<file path="config.mk">
export PLATFORM = sky130hd
export DESIGN_NAME = dbg_break_unit
export DESIGN_NICKNAME = d
export VERILOG_FILES = /design/src/rtl/dbg_break_pkg.sv /design/src/rtl/dbg_break_cfg.sv /design/src/rtl/dbg_break_cmp.sv /design/src/rtl/dbg_break_track.sv /design/src/rtl/dbg_break_unit.sv
export SDC_FILE = /design/constraint.sdc
export NUM_CORES = 1
export LEC_CHECK = 0
export ABC_AREA = 1
export CAP_MARGIN = 25
export CORE_ASPECT_RATIO = 1.5
export CORE_MARGIN = 2
export CORE_UTILIZATION = 53
export DETAILED_ROUTE_END_ITERATION = 12
export PLACE_DENSITY = 0.77
export SYNTH_ARGS = -nofsm -noshare
export SYNTH_HDL_FRONTEND = slang
export SYNTH_SLANG_ARGS = --single-unit
</file>
<file path="constraint.sdc">
create_clock -name clk -period 6.3 [get_ports clk]
set_clock_uncertainty 0.15 [all_clocks]
set_input_delay 1.89 -clock clk [delete_from_list [all_inputs] [get_ports clk]]
set_output_delay 1.89 -clock clk [all_outputs]
set_load 0.02 [all_outputs]
</file>
<file path="src/rtl/dbg_break_pkg.sv">
package dbg_break_pkg;

   // config map layout
   localparam int REGS_PER_CH = 8;
   localparam int OFS_ADDR    = 0;
   localparam int OFS_AMSK    = 1;
   localparam int OFS_DATA    = 2;
   localparam int OFS_DMSK    = 3;
   localparam int OFS_CTRL    = 4;
   localparam int CTRL_W      = 12;

   // bus size codes
   localparam logic [1:0] BSZ_BYTE = 2'd0;
   localparam logic [1:0] BSZ_WORD = 2'd1;
   localparam logic [1:0] BSZ_LONG = 2'd2;

   typedef enum logic [1:0] {
      ASRC_FETCH = 2'd0,
      ASRC_MEM   = 2'd1,
      ASRC_INT   = 2'd2,
      ASRC_NONE  = 2'd3
   } asrc_e;

   typedef enum logic [1:0] {
      KIND_ANY   = 2'd0,
      KIND_FETCH = 2'd1,
      KIND_DATA  = 2'd2,
      KIND_NEVER = 2'd3
   } kind_e;

   typedef enum logic [1:0] {
      DIR_ANY   = 2'd0,
      DIR_RD    = 2'd1,
      DIR_WR    = 2'd2,
      DIR_NEVER = 2'd3
   } dir_e;

   typedef enum logic [1:0] {
      SZC_ANY  = 2'd0,
      SZC_BYTE = 2'd1,
      SZC_WORD = 2'd2,
      SZC_LONG = 2'd3
   } szc_e;

   // control word, MSB first: bit 11 down to bit 0
   typedef struct packed {
      logic  after;   // 11
      szc_e  size;    // 10:9
      dir_e  dir;     // 8:7
      kind_e kind;    // 6:5
      logic  den;     // 4
      logic  dsel;    // 3
      asrc_e asel;    // 2:1
      logic  en;      // 0
   } ctrl_t;

endpackage

</file>
<file path="src/rtl/dbg_break_cfg.sv">
module dbg_break_cfg
   import dbg_break_pkg::*;
#(
   parameter int CH     = 0,
   parameter int ADDR_W = 32,
   parameter int DATA_W = 32,
   parameter int REG_W  = 32,
   parameter int CFG_AW = 5
) (
   input  logic              clk,
   input  logic              rst_n,
   input  logic              we,
   input  logic [CFG_AW-1:0] addr,
   input  logic [REG_W-1:0]  wdata,
   output ctrl_t             ctrl,
   output logic [ADDR_W-1:0] addr_val,
   output logic [ADDR_W-1:0] addr_msk,
   output logic [DATA_W-1:0] data_val,
   output logic [DATA_W-1:0] data_msk
);

   localparam int BASE = CH * REGS_PER_CH;
   localparam logic [CFG_AW-1:0] A_ADDR = CFG_AW'(BASE + OFS_ADDR);
   localparam logic [CFG_AW-1:0] A_AMSK = CFG_AW'(BASE + OFS_AMSK);
   localparam logic [CFG_AW-1:0] A_DATA = CFG_AW'(BASE + OFS_DATA);
   localparam logic [CFG_AW-1:0] A_DMSK = CFG_AW'(BASE + OFS_DMSK);
   localparam logic [CFG_AW-1:0] A_CTRL = CFG_AW'(BASE + OFS_CTRL);

   always_ff @(posedge clk or negedge rst_n) begin
      if (!rst_n) begin
         ctrl     <= '0;
         addr_val <= '0;
         addr_msk <= '0;
         data_val <= '0;
         data_msk <= '0;
      end else if (we) begin
         if (addr == A_ADDR) addr_val <= wdata[ADDR_W-1:0];
         if (addr == A_AMSK) addr_msk <= wdata[ADDR_W-1:0];
         if (addr == A_DATA) data_val <= wdata[DATA_W-1:0];
         if (addr == A_DMSK) data_msk <= wdata[DATA_W-1:0];
         if (addr == A_CTRL) ctrl     <= ctrl_t'(wdata[CTRL_W-1:0]);
      end
   end

endmodule

</file>
<file path="src/rtl/dbg_break_cmp.sv">
module dbg_break_cmp
   import dbg_break_pkg::*;
#(
   parameter int ADDR_W = 32,
   parameter int DATA_W = 32
) (
   input  ctrl_t             ctrl,
   input  logic [ADDR_W-1:0] addr_val,
   input  logic [ADDR_W-1:0] addr_msk,
   input  logic [DATA_W-1:0] data_val,
   input  logic [DATA_W-1:0] data_msk,
   input  logic              f_valid,
   input  logic [ADDR_W-1:0] f_addr,
   input  logic              m_valid,
   input  logic [ADDR_W-1:0] m_addr,
   input  logic [DATA_W-1:0] m_data,
   input  logic              m_wr,
   input  logic [1:0]        m_size,
   input  logic              i_valid,
   input  logic [ADDR_W-1:0] i_addr,
   input  logic [DATA_W-1:0] i_data,
   input  logic              i_wr,
   input  logic [1:0]        i_size,
   output logic              hit,
   output logic              is_fetch,
   output logic [ADDR_W-1:0] obs_addr
);

   logic              obs_valid;
   logic              obs_wr;
   logic [1:0]        obs_size;
   logic [DATA_W-1:0] obs_data;
   logic              addr_ok, data_ok, kind_ok, dir_ok, size_ok;

   // pick the observed cycle
   always_comb begin
      case (ctrl.asel)
         ASRC_FETCH: begin
            obs_valid = f_valid; obs_addr = f_addr;
            obs_wr = 1'b0; obs_size = BSZ_LONG; is_fetch = 1'b1;
         end
         ASRC_MEM: begin
            obs_valid = m_valid; obs_addr = m_addr;
            obs_wr = m_wr; obs_size = m_size; is_fetch = 1'b0;
         end
         ASRC_INT: begin
            obs_valid = i_valid; obs_addr = i_addr;
            obs_wr = i_wr; obs_size = i_size; is_fetch = 1'b0;
         end
         default: begin
            obs_valid = 1'b0; obs_addr = '0;
            obs_wr = 1'b0; obs_size = BSZ_LONG; is_fetch = 1'b0;
         end
      endcase
   end

   assign obs_data = ctrl.dsel ? i_data : m_data;

   assign addr_ok = ((obs_addr ^ addr_val) & ~addr_msk) == '0;
   assign data_ok = !ctrl.den || (((obs_data ^ data_val) & ~data_msk) == '0);

   always_comb begin
      case (ctrl.kind)
         KIND_ANY:   kind_ok = 1'b1;
         KIND_FETCH: kind_ok = is_fetch;
         KIND_DATA:  kind_ok = !is_fetch;
         default:    kind_ok = 1'b0;
      endcase
   end

   always_comb begin
      case (ctrl.dir)
         DIR_ANY: dir_ok = 1'b1;
         DIR_RD:  dir_ok = !obs_wr;
         DIR_WR:  dir_ok = obs_wr;
         default: dir_ok = 1'b0;
      endcase
   end

   always_comb begin
      case (ctrl.size)
         SZC_ANY:  size_ok = 1'b1;
         SZC_BYTE: size_ok = (obs_size == BSZ_BYTE);
         SZC_WORD: size_ok = (obs_size == BSZ_WORD);
         default:  size_ok = (obs_size == BSZ_LONG);
      endcase
   end

   assign hit = ctrl.en && obs_valid && addr_ok && data_ok &&
                kind_ok && dir_ok && size_ok;

endmodule

</file>
<file path="src/rtl/dbg_break_track.sv">
module dbg_break_track #(
   parameter int ADDR_W = 32
) (
   input  logic              clk,
   input  logic              rst_n,
   input  logic              en,
   input  logic              hit,
   input  logic              is_fetch,
   input  logic              after_mode,
   input  logic [ADDR_W-1:0] obs_addr,
   input  logic              ret_valid,
   input  logic [ADDR_W-1:0] ret_addr,
   input  logic              clr,
   output logic              flag,
   output logic              aflag,
   output logic              set_evt
);

   logic              pend;
   logic [ADDR_W-1:0] pend_addr;
   logic              defer, imm, ret_evt;

   assign defer   = hit && is_fetch && after_mode;
   assign imm     = hit && !defer;
   assign ret_evt = en && pend && ret_valid && (ret_addr == pend_addr);
   assign set_evt = imm || ret_evt;

   // held fetch awaiting retire
   always_ff @(posedge clk or negedge rst_n) begin
      if (!rst_n) begin
         pend      <= 1'b0;
         pend_addr <= '0;
      end else if (defer) begin
         pend      <= 1'b1;
         pend_addr <= obs_addr;
      end else if (ret_evt || !en) begin
         pend      <= 1'b0;
      end
   end

   // sticky flag, set beats clear
   always_ff @(posedge clk or negedge rst_n) begin
      if (!rst_n) begin
         flag  <= 1'b0;
         aflag <= 1'b0;
      end else if (set_evt) begin
         flag  <= 1'b1;
         aflag <= ret_evt;
      end else if (clr) begin
         flag  <= 1'b0;
         aflag <= 1'b0;
      end
   end

endmodule

</file>
<file path="src/rtl/dbg_break_unit.sv">
module dbg_break_unit
   import dbg_break_pkg::*;
#(
   parameter int NUM_CH = 2,
   parameter int ADDR_W = 32,
   parameter int DATA_W = 32,
   parameter int REG_W  = 32,
   parameter int CFG_AW = 5
) (
   input  logic              clk,
   input  logic              rst_n,
   input  logic              cfg_we,
   input  logic [CFG_AW-1:0] cfg_addr,
   input  logic [REG_W-1:0]  cfg_wdata,
   input  logic              f_valid,
   input  logic [ADDR_W-1:0] f_addr,
   input  logic              m_valid,
   input  logic [ADDR_W-1:0] m_addr,
   input  logic [DATA_W-1:0] m_data,
   input  logic              m_wr,
   input  logic [1:0]        m_size,
   input  logic              i_valid,
   input  logic [ADDR_W-1:0] i_addr,
   input  logic [DATA_W-1:0] i_data,
   input  logic              i_wr,
   input  logic [1:0]        i_size,
   input  logic              ret_valid,
   input  logic [ADDR_W-1:0] ret_addr,
   output logic [NUM_CH-1:0] brk_flag,
   output logic              brk_req,
   output logic [NUM_CH-1:0] brk_after,
   output logic              trig_out
);

   localparam int STAT_OFS = NUM_CH * REGS_PER_CH;

   // elaboration-time parameter checks
   if (NUM_CH < 1) begin : g_bad_nch
      $error("NUM_CH must be at least 1");
   end
   if (ADDR_W > REG_W || DATA_W > REG_W) begin : g_bad_w
      $error("ADDR_W and DATA_W must not exceed REG_W");
   end
   if (REG_W < CTRL_W || REG_W < NUM_CH) begin : g_bad_rw
      $error("REG_W too narrow for control or status");
   end
   if ((1 << CFG_AW) <= STAT_OFS) begin : g_bad_aw
      $error("CFG_AW too small for the config map");
   end

   logic              stat_wr;
   logic [NUM_CH-1:0] set_vec;

   assign stat_wr = cfg_we && (cfg_addr == CFG_AW'(STAT_OFS));

   for (genvar c = 0; c < NUM_CH; c++) begin : g_ch
      ctrl_t             ctl;
      logic [ADDR_W-1:0] a_val, a_msk, o_addr;
      logic [DATA_W-1:0] d_val, d_msk;
      logic              hit, isf;

      dbg_break_cfg #(
         .CH(c), .ADDR_W(ADDR_W), .DATA_W(DATA_W),
         .REG_W(REG_W), .CFG_AW(CFG_AW)
      ) u_cfg (
         .clk(clk), .rst_n(rst_n), .we(cfg_we), .addr(cfg_addr),
         .wdata(cfg_wdata), .ctrl(ctl), .addr_val(a_val),
         .addr_msk(a_msk), .data_val(d_val), .data_msk(d_msk)
      );

      dbg_break_cmp #(.ADDR_W(ADDR_W), .DATA_W(DATA_W)) u_cmp (
         .ctrl(ctl), .addr_val(a_val), .addr_msk(a_msk),
         .data_val(d_val), .data_msk(d_msk),
         .f_valid(f_valid), .f_addr(f_addr),
         .m_valid(m_valid), .m_addr(m_addr), .m_data(m_data),
         .m_wr(m_wr), .m_size(m_size),
         .i_valid(i_valid), .i_addr(i_addr), .i_data(i_data),
         .i_wr(i_wr), .i_size(i_size),
         .hit(hit), .is_fetch(isf), .obs_addr(o_addr)
      );

      dbg_break_track #(.ADDR_W(ADDR_W)) u_trk (
         .clk(clk), .rst_n(rst_n), .en(ctl.en), .hit(hit),
         .is_fetch(isf), .after_mode(ctl.after), .obs_addr(o_addr),
         .ret_valid(ret_valid), .ret_addr(ret_addr),
         .clr(stat_wr && cfg_wdata[c]),
         .flag(brk_flag[c]), .aflag(brk_after[c]), .set_evt(set_vec[c])
      );
   end

   always_ff @(posedge clk or negedge rst_n) begin
      if (!rst_n) trig_out <= 1'b0;
      else        trig_out <= |set_vec;
   end

   assign brk_req = |brk_flag;

endmodule

</file>
-- Word level (Yosys, flattened, before mapping)
Cells that the tools add are included.
Widths: inputs -> output; s select.
- register bits: 351
- output and inout bits: 6
- logic and storage cells: 179
- equal/unequal tests: 32
- multiplexer cells: 28
- bitwise logic cells: 12
- reduce and logical (&&, ||, !) cells: 74
- operators by type and width (kind ; number):
    $pmux 32 s3 ; 2
    $and 32x32->32 ; 4
    $logic_not 32->1 ; 4
    $not 32->32 ; 4
    $xor 32x32->32 ; 4
    $eq 32x32->1 ; 2
    $mux 32 ; 2
    $logic_and 1x1->1 ; 27
    $eq 5x4->1 const B ; 5
    $pmux 1 s3 ; 8
    $eq 2x1->1 const B ; 10
    $eq 2x2->1 const B ; 10
    $logic_not 2->1 ; 10
    $reduce_and 2->1 ; 10
    $mux 1 ; 12
    $eq 5x2->1 const B ; 2
    $logic_not 1->1 ; 10
    $pmux 2 s2 ; 2
    $reduce_bool 2->1 ; 4
    $logic_or 1x1->1 ; 6
    $eq 5x1->1 const B ; 1
    $eq 5x3->1 const B ; 1
    $eq 5x5->1 const B ; 1
    $logic_not 5->1 ; 1
    other kinds (2) ; 4

-- Longest topological paths before layout
- depth after elaboration: 16
- depth in mapped cells: 20

-- Cells and area by module
A second synthesis with hierarchy kept.
- cell total of the unflattened synthesis: 3011
- area, all modules: 21299.2 um^2
- modules (own cells, without submodules) (module ; instances ; cells each ; area each (um^2) ; sequential area each (um^2)):
    dbg_break_cmp ; 2 ; 665 ; 3113.0 ; 0.0
    dbg_break_cfg (g_ch[0].u_cfg) ; 1 ; 626 ; 5705.5 ; 3503.4
    dbg_break_cfg (g_ch[1].u_cfg) ; 1 ; 625 ; 5614.1 ; 3503.4
    dbg_break_track ; 2 ; 209 ; 1840.5 ; 875.8
    dbg_break_unit ; 1 ; 12 ; 72.6 ; 25.0

-- Worst setup path after synthesis
OpenSTA, ideal clock, no wires.
- path kind: input to register
- start: input m_size[1]
- end: register g_ch[0].u_trk.pend_addr[14]
- setup time: 0.117 ns
- arrival time: 3.201 ns
- setup slack: 2.832 ns
- cell stages on the path: 14
- path buffers: 1
- cells stage by stage: nand2_1 -> nand3_1 -> or2_2 -> nand3_1 -> nand2_1 -> nor2_1 -> nand2_1 -> nor2_1 -> nand2_2 -> nor2_8 -> nand2_4 -> buf_6 -> nand2_1 -> nand2_1
- longest elaborated chain between the ends: 6
- RTL lines (what ; line ; RTL):
    from (decl) ; dbg_break_unit.sv:21 ; input logic [1:0] m_size,
    $pmux 2 s2 (*) ; dbg_break_cmp.sv:37 ; case (ctrl.asel)
    $eq 2x2->1, or another cell as far along ; dbg_break_cmp.sv:85 ; default: size_ok = (obs_size == BSZ_LONG);
    $pmux 1 s3 (*) ; dbg_break_cmp.sv:81 ; case (ctrl.size)
    $logic_and 1x1->1 (*) ; dbg_break_cmp.sv:90 ; kind_ok && dir_ok && size_ok;
    $logic_and 1x1->1 (*) (2 in a row) ; dbg_break_track.sv:23 ; assign defer = hit && is_fetch && after_mode;
    to (signal assigned) ; dbg_break_track.sv:35 ; pend_addr <= obs_addr;
    to (decl) ; dbg_break_track.sv:20 ; logic [ADDR_W-1:0] pend_addr;
Every way passes the cells marked *; elsewhere a longest branch is shown, timed or not.
A chain may end at the register's enable or synchronous reset.

-- Final worst setup path
- start: input f_addr[22]
- end: register g_ch[0].u_trk.pend_addr[26]
- longest elaborated chain between the ends: 11
- RTL lines (what ; line ; RTL):
    from (decl) ; dbg_break_unit.sv:16 ; input logic [ADDR_W-1:0] f_addr,
    $pmux 32 s3 ; dbg_break_cmp.sv:37 ;
    $xor 32x32->32 ; dbg_break_cmp.sv:59 ; assign addr_ok = ((obs_addr ^ addr_val) & ~addr_msk) == '0;
    $and 32x32->32 ; dbg_break_cmp.sv:59 ;
    $logic_not 32->1 ; dbg_break_cmp.sv:59 ;
    $logic_and 1x1->1 (3 in a row) ; dbg_break_cmp.sv:89 ; assign hit = ctrl.en && obs_valid && addr_ok && data_ok &&
    $logic_and 1x1->1 (2 in a row) ; dbg_break_cmp.sv:90 ;
    $logic_and 1x1->1 (2 in a row) ; dbg_break_track.sv:23 ;
Every way passes these cells.

==> metrics <==
Buf+Inv Stages, Crit Path=1; worst-path fanout max=33; Tot Pwr=7020 uW; CP Cell Sequence=clkdlybuf4s50_1 -> nand2_1 -> nand3_1 -> nand2_1 -> nand2_1 -> nand3b_1 -> nand2_1 -> nor2_1 -> nand2_1 -> nor2_2 -> nand2_2 -> nor2_8 -> nand2_4 -> nand2_1 -> nand2_1; Clock power frac=32.5%; area share of the largest cell type after synthesis=44.9%; largest net degree at the start of global routing=114; CTS clk-pin slew, worst paths=60 ps; Post-Route WL=61.8 mm; CP top delay family=simple AND/OR/NAND/NOR gates; nature of the critical path startpoint=input port; Buffers on Ports=247; DIE AREA=38500 um2; post-route cell area=23300 um2; Leak=0.0116 uW; Worst-Margin Slew=923 ps; Slew headroom=38.1%; die extent in x=161 um; P_sw=2350 uW; peak supply drop=0.187 mV; Fill cells=3177; DP HPWL=45.1 mm; Starting Density=53.4%; Max-cap violations=0; H-tree depth=2; area leader, netlist=dfrtp_1; initial antenna violation count=0; GRT Util Overall=31.9%; # DRC=0; critical path type=in2reg; Yosys reg bits=351; I/O Pins=248; CTS tree=built; synthesized area=19500 um2; Clock Sinks=351; Yosys cell types=38; drt wl/cell=18.3 um; sequential area share after synthesis=44.9%; Max Slew Vio Count=0; multi-input logic area=9160 um2; layout net count=3117; GRT Residual Overflow=0; Worst setup EP type=register; Int Pwr=4670 uW; Sw Ratio=33.4%; cts hold-fix bufs=0; routed vias=18800; Syn Area/Cell=7.29 um2; Arr. time, crit path=4360 ps; CTS buffer count=35; routed vias/inst=5.55; min Tclk post-route=4090 ps; Placer Congestion=1.03; Worst path most repeated cell=nand2_1; delay of the slowest critical-path stage=440 ps; Antenna diodes=0; vias in the first global route=18000; combinational power share=27.2%; fraction of registers with async set/reset=100%; row count=86; FF+latch area=8780 um2; slowest CP cell=clkdlybuf4s50_1; cells after synthesis=2681; share of cells above drive strength 1=3.84%; chip height=239 um; share of power burned in registers=40.3%; Tcrit/Tclk final=64.9%; Post-synth top flop=dfrtp_1; Post-CTS Setup Repair Bufs=0; CORE AREA=36600 um2; Synth top cells by count=nand2_1 (1162), dfrtp_1 (351), o21ai_0 (297), inv_1 (206), nand3_1 (183); placed cell area=22100 um2; drt initial violations=1764; cts repair resizes=0; final count of hold timing violations=0; Max Fclk=244 MHz; synth top area cells=dfrtp_1 (45%), nand2_1 (22%), o21ai_0 (7.6%), nand3b_1 (6.0%), nand3_1 (4.7%); YS warnings=0; first-pass GRT wire length=95.6 mm; P&R area growth vs syn=19.4%; final setup fails=0; remaining antenna violation count=0; status=complete, no violations; EDFF count, synth=0; hold crit path type=reg2reg; CP required=6570 ps; First-pass DRT Iterations=7; root buffer cell=clkbuf_16; PwrDens=301 nW/um2; Syn Nets=2931; RSZ-0062 raised after global routing=no; clk_lat worst skew=530 ps; count leader, synth=nand2_1; Max clock buf depth=3; Fin Setup TNS=0 ps
-- power by group through the flow --
stage          sequential [uW]  combinational (uW)  clock [uW]
2_1_floorplan             2780                1270           0
3_3_place_gp              2840                1820           0
3_5_place_dp              2860                1880           0
4_1_cts                   2820                1890        2300
5_1_grt                   2870                2120        2390
6_report                  2830                1910        2280
-- metrics by stage --
step | hold WS (ps) | util [%] | std cells | setup slack, ps
after floorplan | 292 | - | 2681 | 2830
after global placement | 306 | 60.2 | 3312 | 1790
after detailed placement | 313 | 60.3 | 3314 | 1720
after CTS | 326 | 63.8 | 3377 | 2260
after global routing | 343 | 63.8 | 3377 | 2040
final | 326 | 63.8 | 3377 | 2210
-- registers in the layout, indices dropped and copies added, names as in the netlist --
name / cells
g_ch.u_cfg.addr_msk: 64
g_ch.u_cfg.addr_val: 64
g_ch.u_cfg.ctrl: 24
g_ch.u_cfg.data_msk: 64
g_ch.u_cfg.data_val: 64
g_ch.u_trk.aflag: 2
g_ch.u_trk.flag: 2
g_ch.u_trk.pend: 2
g_ch.u_trk.pend_addr: 64
trig_out: 1
-- worst min-delay path, delay by kind of cell (launching register included) --
kind,cells,cell delay [ps]
flip-flops,1,340
AND/OR/NAND/NOR,2,110
-- final timing paths --
check	startpoint	endpoint	cells after the start	slack [ps]
max in group asynchronous	rst_n	g_ch[0].u_cfg.addr_val[25]$_DFFE_PN0P_	2	3560
max reg2reg	g_ch[0].u_cfg.ctrl[2]$_DFFE_PN0P_	g_ch[0].u_trk.pend_addr[26]$_DFFE_PN0P_	15	2370
min reg2reg	g_ch[0].u_trk.pend_addr[28]$_DFFE_PN0P_	g_ch[0].u_trk.pend_addr[28]$_DFFE_PN0P_	2	330
max	f_addr[22]	g_ch[0].u_trk.pend_addr[26]$_DFFE_PN0P_	15	2210
min	g_ch[0].u_trk.pend_addr[28]$_DFFE_PN0P_	g_ch[0].u_trk.pend_addr[28]$_DFFE_PN0P_	2	330
min in group asynchronous	rst_n	g_ch[0].u_cfg.data_val[5]$_DFFE_PN0P_	1	1180
-- kinds of logic after synthesis --
group | synth area share (%)
compound gates | 9.19
flops | 44.9
simple gates | 35.3
xor+xnor | 1.84
fa+ha+maj | 0.512
buf+inv | 8.23
-- layer usage --
layer	vias to the layer above	part of all wire [%]	GRT usage (%)
li1	8906	-	-
met1	8843	38	38.4
met2	829	49	55.5
met3	179	6.5	3.06
met4	0	6.4	19.0
met5	-	0	0
-- cell usage in the layout, fill, tap and decap left out, drive strengths merged --
master / n
clkdlybuf4s50: 246
clkbuf: 48
buf: 27
inv: 212
and2: 1
nand3b: 157
o221ai: 1
ha: 8
nand2: 1167
nand3: 183
nor4: 8
o21a: 2
nand4: 7
o22ai: 6
o211ai: 1
dfrtp: 351
xor2: 27
o2111a: 1
o21ai: 301
a21oi: 41
bufinv: 5
nor2: 57
or2: 6
clkinv: 8
clkinvlp: 4
xnor2: 14
nor3: 4
-- layout make-up --
class / count / area share [%]
clock buffer: 48 / 4.49
clock inverter: 15 / 0.901
inverter: 214 / 3.48
multi-input combinational: 1992 / 39.3
sequential: 351 / 37.7
tap: 484 / 2.60
timing repair buffer: 273 / 11.6
(Power assumes the default switching activity.)
